--- src/rtl/apr_pkg.sv ---
package apr_pkg;

    localparam int PAGE_SH = 12;
    localparam int BA_W    = 32;
    localparam int PA_W    = 40;
    localparam int ENT_W   = 32;
    localparam int FRM_W   = PA_W - PAGE_SH;

    typedef enum logic {
        CFG_CTL  = 1'b0,
        CFG_BASE = 1'b1
    } cfg_sel_e;

    typedef struct packed {
        logic       en;
        logic [2:0] order;
    } ctl_t;

    typedef struct packed {
        logic             vld;
        logic             coh;
        logic [FRM_W-1:0] frame;
    } ent_dec_t;

    typedef struct packed {
        logic [PA_W-1:0] addr;
        logic            fault;
        logic            coh;
    } resp_t;

    // unpack a table entry: high physical bits live in entry[11:4]
    function automatic ent_dec_t ent_decode(input logic [ENT_W-1:0] e);
        ent_dec_t d;
        d.vld   = e[0];
        d.coh   = e[1];
        d.frame = {e[11:4], e[31:12]};
        return d;
    endfunction

    // window size in bytes, 32 MiB << order
    function automatic logic [33:0] win_size(input logic [2:0] order);
        return 34'h0_0200_0000 << order;
    endfunction

endpackage

--- src/rtl/apr_decode.sv ---
module apr_decode
    import apr_pkg::*;
#(
    parameter int TBL_DEPTH = 64,
    parameter int IDX_W     = $clog2(TBL_DEPTH)
) (
    input  logic             en,
    input  logic [2:0]       order,
    input  logic [14:0]      base_word,
    input  logic [BA_W-1:0]  addr,
    output logic             in_win,
    output logic             idx_ok,
    output logic [IDX_W-1:0] idx
);
    localparam logic [40:0] LIMIT = 41'h001_0000_0000;

    logic [39:0] base;
    logic [40:0] win_end;
    logic [40:0] addr_x;
    logic        present;
    logic [31:0] off;
    logic [19:0] pg;

    always_comb begin
        base    = {base_word, 25'b0};
        win_end = {1'b0, base} + {7'b0, win_size(order)};
        present = en && (win_end <= LIMIT);
        addr_x  = {9'b0, addr};
        in_win  = present && (addr_x >= {1'b0, base}) && (addr_x < win_end);
        off     = addr - base[31:0];
        pg      = off[31:PAGE_SH];
        idx_ok  = pg < 20'(TBL_DEPTH);
        idx     = pg[IDX_W-1:0];
    end

    logic unused_off;
    assign unused_off = ^off[PAGE_SH-1:0];

endmodule

--- src/rtl/apr_table.sv ---
module apr_table
    import apr_pkg::*;
#(
    parameter int               TBL_DEPTH   = 64,
    parameter int               IDX_W       = $clog2(TBL_DEPTH),
    parameter logic [ENT_W-1:0] SCRATCH_ENT = 32'h0007_F003
) (
    input  logic             clk,
    input  logic             rst,
    input  logic             we,
    input  logic [IDX_W-1:0] widx,
    input  logic [ENT_W-1:0] wdata,
    input  logic [IDX_W-1:0] ridx,
    output logic [ENT_W-1:0] rdata
);
    logic [ENT_W-1:0] mem [TBL_DEPTH];

    always_ff @(posedge clk) begin
        if (rst) begin
            for (int i = 0; i < TBL_DEPTH; i++) mem[i] <= SCRATCH_ENT;
        end else if (we && (32'(widx) < TBL_DEPTH)) begin
            mem[widx] <= wdata;
        end
    end

    always_comb begin
        rdata = SCRATCH_ENT;
        if (32'(ridx) < TBL_DEPTH) rdata = mem[ridx];
    end

endmodule

--- src/rtl/apr_cache.sv ---
module apr_cache
    import apr_pkg::*;
#(
    parameter int IDX_W = 6
) (
    input  logic             clk,
    input  logic             rst,
    input  logic             flush,
    input  logic             fill,
    input  logic [IDX_W-1:0] fill_idx,
    input  logic [ENT_W-1:0] fill_ent,
    input  logic [IDX_W-1:0] lk_idx,
    output logic             hit,
    output logic [ENT_W-1:0] ent
);
    logic             vld_q;
    logic [IDX_W-1:0] idx_q;
    logic [ENT_W-1:0] ent_q;

    // a flush in this cycle hides the held entry from the lookup
    assign hit = vld_q && !flush && (idx_q == lk_idx);
    assign ent = ent_q;

    always_ff @(posedge clk) begin
        if (rst) begin
            vld_q <= 1'b0;
            idx_q <= '0;
            ent_q <= '0;
        end else if (fill) begin
            vld_q <= 1'b1;
            idx_q <= fill_idx;
            ent_q <= fill_ent;
        end else if (flush) begin
            vld_q <= 1'b0;
        end
    end

endmodule

--- src/rtl/apr_xlate.sv ---
module apr_xlate
    import apr_pkg::*;
#(
    parameter int          TBL_DEPTH   = 64,
    parameter int          IDX_W       = $clog2(TBL_DEPTH),
    parameter logic [31:0] SCRATCH_ENT = 32'h0007_F003
) (
    input  logic             clk,
    input  logic             rst,
    input  logic             cfg_we,
    input  logic             cfg_sel,
    input  logic [31:0]      cfg_wdata,
    input  logic             tbl_we,
    input  logic [IDX_W-1:0] tbl_idx,
    input  logic [31:0]      tbl_wdata,
    input  logic             flush,
    input  logic             req_valid,
    output logic             req_ready,
    input  logic [31:0]      req_addr,
    output logic             resp_valid,
    input  logic             resp_ready,
    output logic [39:0]      resp_addr,
    output logic             resp_fault,
    output logic             resp_coh
);
    ctl_t        ctl_q;
    logic [14:0] base_q;
    logic        xlate_on;
    resp_t       resp_q, resp_d;
    logic        vld_q;

    logic             in_win, idx_ok;
    logic [IDX_W-1:0] idx;
    logic [ENT_W-1:0] t_ent, c_ent, ent_sel;
    logic             c_hit, accept, fill;
    ent_dec_t         dec;

    assign xlate_on = ctl_q.en;

    always_ff @(posedge clk) begin
        if (rst) begin
            ctl_q  <= '0;
            base_q <= '0;
        end else if (cfg_we) begin
            if (cfg_sel_e'(cfg_sel) == CFG_CTL) begin
                ctl_q.en    <= cfg_wdata[0];
                ctl_q.order <= cfg_wdata[3:1];
            end else begin
                base_q <= cfg_wdata[14:0];
            end
        end
    end

    apr_decode #(.TBL_DEPTH(TBL_DEPTH), .IDX_W(IDX_W)) u_dec (
        .en       (xlate_on),
        .order    (ctl_q.order),
        .base_word(base_q),
        .addr     (req_addr),
        .in_win   (in_win),
        .idx_ok   (idx_ok),
        .idx      (idx)
    );

    apr_table #(.TBL_DEPTH(TBL_DEPTH), .IDX_W(IDX_W), .SCRATCH_ENT(SCRATCH_ENT)) u_tbl (
        .clk  (clk),
        .rst  (rst),
        .we   (tbl_we),
        .widx (tbl_idx),
        .wdata(tbl_wdata),
        .ridx (idx),
        .rdata(t_ent)
    );

    assign req_ready = !vld_q || resp_ready;
    assign accept    = req_valid && req_ready;
    assign fill      = accept && in_win && idx_ok && !c_hit;

    apr_cache #(.IDX_W(IDX_W)) u_cache (
        .clk     (clk),
        .rst     (rst),
        .flush   (flush),
        .fill    (fill),
        .fill_idx(idx),
        .fill_ent(t_ent),
        .lk_idx  (idx),
        .hit     (c_hit),
        .ent     (c_ent)
    );

    always_comb begin
        ent_sel = c_hit ? c_ent : t_ent;
        dec     = ent_decode(ent_sel);
        if (!in_win) begin
            resp_d = '{addr: {8'b0, req_addr}, fault: 1'b0, coh: 1'b0};
        end else if (!idx_ok || !dec.vld) begin
            resp_d = '{addr: '0, fault: 1'b1, coh: 1'b0};
        end else begin
            resp_d = '{addr: {dec.frame, req_addr[PAGE_SH-1:0]}, fault: 1'b0, coh: dec.coh};
        end
    end

    always_ff @(posedge clk) begin
        if (rst) begin
            vld_q  <= 1'b0;
            resp_q <= '0;
        end else if (accept) begin
            vld_q  <= 1'b1;
            resp_q <= resp_d;
        end else if (resp_ready) begin
            vld_q  <= 1'b0;
        end
    end

    assign resp_valid = vld_q;
    assign resp_addr  = resp_q.addr;
    assign resp_fault = resp_q.fault;
    assign resp_coh   = resp_q.coh;

    logic unused_bits;
    assign unused_bits = ^{cfg_wdata[31:15], ent_sel[3:2]};

endmodule

--- config.mk ---
export PLATFORM = sky130hd
export DESIGN_NAME = apr_xlate
export DESIGN_NICKNAME = d
export VERILOG_FILES = /design/src/rtl/apr_pkg.sv /design/src/rtl/apr_decode.sv /design/src/rtl/apr_table.sv /design/src/rtl/apr_cache.sv /design/src/rtl/apr_xlate.sv
export SDC_FILE = /design/constraint.sdc
export NUM_CORES = 2
export LEC_CHECK = 0
export ABC_AREA = 1
export BUFFER_PORTS_ARGS = -buffer_cell sky130_fd_sc_hd__buf_2
export CORE_UTILIZATION = 55
export DETAILED_ROUTE_END_ITERATION = 10
export GPL_ROUTABILITY_DRIVEN = 0
export PLACE_DENSITY = 0.73
export SLEW_MARGIN = 20
export SYNTH_ARGS = -nofsm -noshare
export SYNTH_HDL_FRONTEND = slang
export SYNTH_SLANG_ARGS = --single-unit
--- constraint.sdc ---
create_clock -name clk -period 7.95 [get_ports clk]
set_input_delay 1.59 -clock clk [delete_from_list [all_inputs] [get_ports clk]]
set_output_delay 1.59 -clock clk [all_outputs]
set_load 0.005 [all_outputs]
# --- After elaboration in Yosys (flattened, before gate mapping) ---
# Memory sizes are Yosys's and may differ from the RTL's.
# Index checks and enable logic that the tools add are counted.
classes:
  n_addsub: 2
  n_mul: 0
  div_mod_pow: 0
  order_cmp: 4
  n_eq_ne: 1
  n_shift: 1
  muxes: 15
  bitwise_logic: 1
  n_reduce_logical: 21
op_table:
  columns: ["operator", "n"]
  rows:
  - ["$mux 42", 2]
  - ["$mux 32", 2]
  - ["$add 40x34->41", 1]
  - ["$le 41x33->1 const B", 1]
  - ["$lt 32x41->1", 1]
  - ["$ge 32x40->1", 1]
  - ["$shl 26x3->34 const A", 1]
  - ["$reduce_or 32->1", 1]
  - ["$sub 32x32->32", 1]
  - ["$lt 20x7->1 const B", 1]
  - ["$mux 1", 10]
  - ["$logic_and 1x1->1", 9]
  - ["$eq 6x6->1", 1]
  - ["$mux 6", 1]
  - ["$logic_not 1->1", 5]
  - ["$reduce_and 2->1", 2]
  - ["$reduce_bool 2->1", 2]
  - ["$logic_or 1x1->1", 2]
  - ["$not 1->1", 1]
word_totals:
  regBits: 101
  latchBits: 0
  ram_bits: 2048
  mem_bits_ro: 0
  input_bits: 110
  output_inout_bits: 44
  wordCells: 56
  n_memories: 1
memory_table:
  columns: ["name", "depth", "width", "rd", "rd_ports_with_merged_regs", "wr", "line_no", "text"]
  rows:
  - ["u_tbl.mem", 64, 32, 1, 0, 64, "apr_table.sv:16", "logic [ENT_W-1:0] mem [TBL_DEPTH];"]

# --- Logic depth before layout (Yosys ltp) ---
depth:
  word_depth: 10
  depth_mapped: 27

# --- Hierarchy ---
# A second synthesis with hierarchy kept.
hier_totals:
  hier_cells: 10176
  area_unflattened_um2: 98017.8
modules_own_cells:
  columns: ["module", "instances", "cells_per_inst", "area_per_inst_um2"]
  rows:
  - ["apr_table", 1, 9324, 92354.8]
  - ["apr_xlate", 1, 417, 2846.5]
  - ["apr_cache", 1, 198, 1508.9]
  - ["apr_decode", 1, 237, 1307.5]

# --- Worst setup path after synthesis ---
# No wires, ideal clock.
synth_timing:
  kind: "in2reg"
  from: "input port rst"
  to: "memory u_tbl.mem[61][0] (enable)"
  setup_time_ns: 0.387
  arrival_time_ns: 3.537
  required_ns: 7.563
  path_slack_ns: 4.026
  cell_stages: 7
  n_path_buf: 2
  cell_sequence: "inv_1 clkbuf_1 nand4_1 nor2_1 inv_1 clkbuf_1 nand2_1"
synth_lines:
  columns: ["item", "line_no", "text"]
  rows:
  - ["start, declared", "apr_xlate.sv:9", "input logic rst,"]
  - ["end, declared", "apr_table.sv:16", null]

==> results.md <==
- The number of setup violations in the final report is 0.
- The flow ran to the end, and the final reports show no timing, DRC or antenna violations.
- After clock tree synthesis, the clock-pin slew on the worst setup and hold paths is 60 ps.
- The sequential fraction of design power is 0.521.
- The detailed-route DRC error count is 0.
- The synthesized design spends more area on one cell type than any other, namely sky130_fd_sc_hd__edfxtp_1.
- The H-tree depth reported by CTS is 4.
- In the global route stage, overall resource usage came out at 0.3161.
- Of the cells placed in the final design, the portion with a size suffix greater than 1 is 0.07531.
- The global-route wire length before repair is 398.5 mm.
- Of the total power, the clock network draws 0.395.
- The startpoint type of the worst setup path is an input pin.
- The leakage power total is 35.87 nW.
- IR analysis of the VDD net gives a maximum drop of 0.1902 mV.
- By instance count, the cell type seen most on the critical path is sky130_fd_sc_hd__nand2_1.
- Based on the critical path, the design can be clocked at up to 0.1982 GHz.
- The number of nets produced by synthesis is 9399.
- The final routed wirelength across all metal layers is 271.0 mm.
- The worst setup skew after layout is 39.90 ps.
- The number of warnings printed during yosys synthesis is 0.
- The capture instance of the worst register-to-register path is u_cache.ent[27]$_SDFFE_PP0P_.
- Walking the worst path, the cells encountered are buf_2, nand2_1, inv_1, nand4_1, nor2_1, clkinv_1, nand2_1, buf_4.
- In this run the count of I/O pins placed on the die edge is 154.
- In this run, the number of DRC markers left after iteration 0 of detailed routing was 11200.
- Gates resized during post-CTS repair numbered 0.
- The worst hold endpoint is resp_addr[12]$_SDFFE_PP0P_.
- The maximum buffer depth of the clock tree is 3.
- The total of max-cap violations is 0.
- The worst hold-check slack is 462.6 ps.
- The share of synthesized area in the top cell type comes to 0.6321.
- The register-to-register setup slack is 3480 ps.
- The worst setup path is captured at a register.
- The number of standard cells after synthesis is 9265.
- On the critical path, the stage with the largest delay is an instance of sky130_fd_sc_hd__clkinv_1.
- Counting both buffers and inverters, the worst setup path holds a total of 4.
- The data required time at the worst endpoint is 8440 ps.
- The number of max-slew violations in the final report is 0.
- The kind of cell adding the most delay to the critical path is simple AND/OR/NAND/NOR gates.
- The depth of the worst hold-timing path is 2.
- On the worst path, the slowest cell contributes a delay of 1110 ps.
- The root buffer cell chosen for the clock tree is sky130_fd_sc_hd__clkbuf_16.
- The count of nets left with antenna violations once routing finished came out at 0.
- The via count of the first global-routing pass is 64290.
- The initial antenna violation count is 6.
- The post-cts hold buffer count is 0.
- The total internal power is 17.82 mW.
- Headroom to the max-slew limit came out at 0.2326.
- After synthesis, the most frequently instantiated cells are sky130_fd_sc_hd__nor2_1 (2543), sky130_fd_sc_hd__edfxtp_1 (1920), sky130_fd_sc_hd__nand2_1 (1708).
- Synthesis inferred 2019 register bits.
- The final instance count without filler cells is 11370.
- The post-layout minimum cycle time is 5046 ps.
- From bottom edge to top edge, the die measures 409.2 um.
- The sequential element share of the synthesized area is 0.6538.
- The floorplan step set the die width to 409.2 um.
- Of the total power, combinational logic draws 0.084.
- The layout-stage area growth over the synthesis result is 8.689%.
- The number of placed cells counting well taps is 10990.
- Setup repair after global routing left no endpoint under its margin.
- Detailed placement finished with a half-perimeter wire length of 155.8 mm.
- The startpoint of the tightest hold check path is resp_addr[12]$_SDFFE_PP0P_.
- The area enclosed by the die boundary is 167500 um2.
- The critical path in this run is classified as input pin to register.
- The routed layout has 69640 vias.
- The number of detailed-routing iterations run before antenna repair is 10.
- The netlist area before placement is 91210 um2.
- The via count normalized by instance count is 6.126.
- For the worst setup path, the data arrival time is 5530 ps.
- For this configuration, the core starts out at a cell density of 0.5534.
- Dividing total power by cell area gives a power density of 238.0 nW/um2.
- Of the total power, the share spent switching nets is 0.2447.
- In the synthesized netlist the dominant register cell turns out to be sky130_fd_sc_hd__edfxtp_1.
- Yosys instantiated no cell more often than sky130_fd_sc_hd__nor2_1.
- The launch instance of the worst register-to-register path is ctl_q[2]$_SDFFE_PP0P_.
- The core region area is 164800 um2.
- The count of endpoints failing hold in the final timing report is 0.
- TritonCTS built the clock tree.
- Ranked by total cell area, the synthesized netlist is headed by sky130_fd_sc_hd__edfxtp_1 (63%), sky130_fd_sc_hd__nor2_1 (10%), sky130_fd_sc_hd__nand2_1 (7.0%), sky130_fd_sc_hd__o21ai_0 (4.2%), sky130_fd_sc_hd__nand3_1 (2.8%).
- Summed over all layers, the global routing overflow is 0.
- The clock latency on the worst-skew pair is 840 ps.
- The async set or reset register ratio after synthesis is 0.
- The number of port buffers is 134.
- The class of the tightest hold or removal check is register to register.
- After synthesis, the mean cell area works out to 9.845 um2.
- In this run, CTS created clock tree buffers numbering 200.
- The post-detailed-route wirelength per cell is 23.84 um.
- Once the clock tree was built, the setup fixing pass inserted 0 buffers.
- Measured in cells, the most critical reg-to-reg path has a length of 22.
- The maximum fanout along the worst path is 22.
- In the finished design, the share of the clock period the worst path needs comes to 0.6348.
- The number of distinct library cell variants in the gate-level netlist after synthesis is 42.
- The number of placement rows is 149.
- The number of nets in the layout is 9142.
- At the pin with the least slew margin, the transition time is 1150 ps.
- In this run the power spent charging and discharging nets is 5.774 mW.
- The total negative slack is 0 ps.
- The total number of clock tree sinks is 2019.
- The largest net degree at the start of global routing is 264.
- The number of synthesized flops with an enable pin is 1920.
-- stage by stage --
stage | power (mW) | worst slack [ps] | area [um2] | util
2_1_floorplan | 13.68 | 4026 | 91210 | -
3_3_place_gp | 14.37 | 2234 | 92750 | 0.5628
3_5_place_dp | 14.43 | 2104 | 92750 | 0.5628
4_1_cts | 23.54 | 2986 | 99110 | 0.6014
5_1_grt | 24.16 | 2759 | 99130 | 0.6015
6_report | 23.59 | 2904 | 99140 | 0.6015
-- cell type report --
type	count	area (um2)
fillers	13210	65670
flip-flops and latches	2019	59640
multi-input cells	6222	27240
clock buffers	263	5378
well taps	2189	2739
repair buffers	299	2082
inverters	266	1062
clock inverters	106	983.4
diodes	4	10.01
-- worst max path at each step --
stage,slack [ps],endpoint,cells past startpoint,from
final,2900,u_tbl.mem[61][31]$_SDFFCE_PN0P_,8,tbl_idx[5]
after CTS,2990,u_tbl.mem[18][23]$_SDFFCE_PN0P_,10,tbl_idx[1]
after global placement,2230,u_tbl.mem[18][23]$_SDFFCE_PN0P_,10,tbl_idx[1]
after detailed placement,2100,u_tbl.mem[18][23]$_SDFFCE_PN0P_,10,tbl_idx[1]
after floorplan,4030,u_tbl.mem[61][0]$_SDFFCE_PN1P_,7,rst
after global routing,2760,u_tbl.mem[61][23]$_SDFFCE_PN0P_,8,tbl_idx[5]
-- logic make-up after synthesis --
kind of cell | Yosys count | share of synthesized area
compound gates | 1264 | 0.07801
xor+xnor | 2 | 0.0001921
fa+ha+maj | 24 | 0.003457
buf+inv | 1024 | 0.04760
flops | 2019 | 0.6538
simple gates | 4932 | 0.2169
-- layer usage --
metal / wire (um) / GRT usage / share of wire / vias up
li1: - / - / - / 30870
met1: 96760 / 0.4188 / 0.36 / 33320
met2: 124900 / 0.4943 / 0.46 / 4696
met3: 33040 / 0.06113 / 0.12 / 752
met4: 16280 / 0.1704 / 0.060 / 0
met5: 0 / 0 / 0 / -
-- power groups by stage --
stage / Clock (mW) / Sequential (mW) / Combinational [mW]
2_1_floorplan: 0 / 12.5 / 1.20
3_3_place_gp: 0 / 12.5 / 1.88
3_5_place_dp: 0 / 12.5 / 1.91
4_1_cts: 9.32 / 12.3 / 1.92
5_1_grt: 9.72 / 12.3 / 2.10
6_report: 9.32 / 12.3 / 1.97
-- worst reg2reg max path, delay by kind of cell, from the launching register on --
family	cells	cell delay [ps]
buffers and inverters	4	250
DFF	1	350
adders and majority gates	3	880
and+or+nand+nor	15	2840
-- registers in the layout, summed over array words and instances (netlist names) --
| name | count |
|---|---|
| resp_coh | 1 |
| base_q | 15 |
| u_cache.idx_q | 6 |
| resp_valid | 1 |
| u_tbl.mem | 1920 |
| u_cache.vld_q | 1 |
| ctl_q | 3 |
| resp_addr | 40 |
| xlate_on | 1 |
| resp_fault | 1 |
| u_cache.ent | 30 |
-- layout by cell type (no fill, tap or decap), types with 133 or more instances in the layout --
| cell type | synthesis | final |
|---|---|---|
| sky130_fd_sc_hd__nand2_1 | 1708 | 1706 |
| sky130_fd_sc_hd__nand3_1 | 513 | 513 |
| sky130_fd_sc_hd__edfxtp_1 | 1920 | 1920 |
| sky130_fd_sc_hd__o211ai_1 | 184 | 184 |
| sky130_fd_sc_hd__buf_4 | 50 | 156 |
| sky130_fd_sc_hd__o22ai_1 | 133 | 133 |
| sky130_fd_sc_hd__nor2_1 | 2543 | 2542 |
| sky130_fd_sc_hd__inv_1 | 212 | 209 |
| sky130_fd_sc_hd__o21ai_0 | 763 | 763 |
| sky130_fd_sc_hd__clkbuf_16 | 0 | 205 |
(Power assumes the default switching activity.)
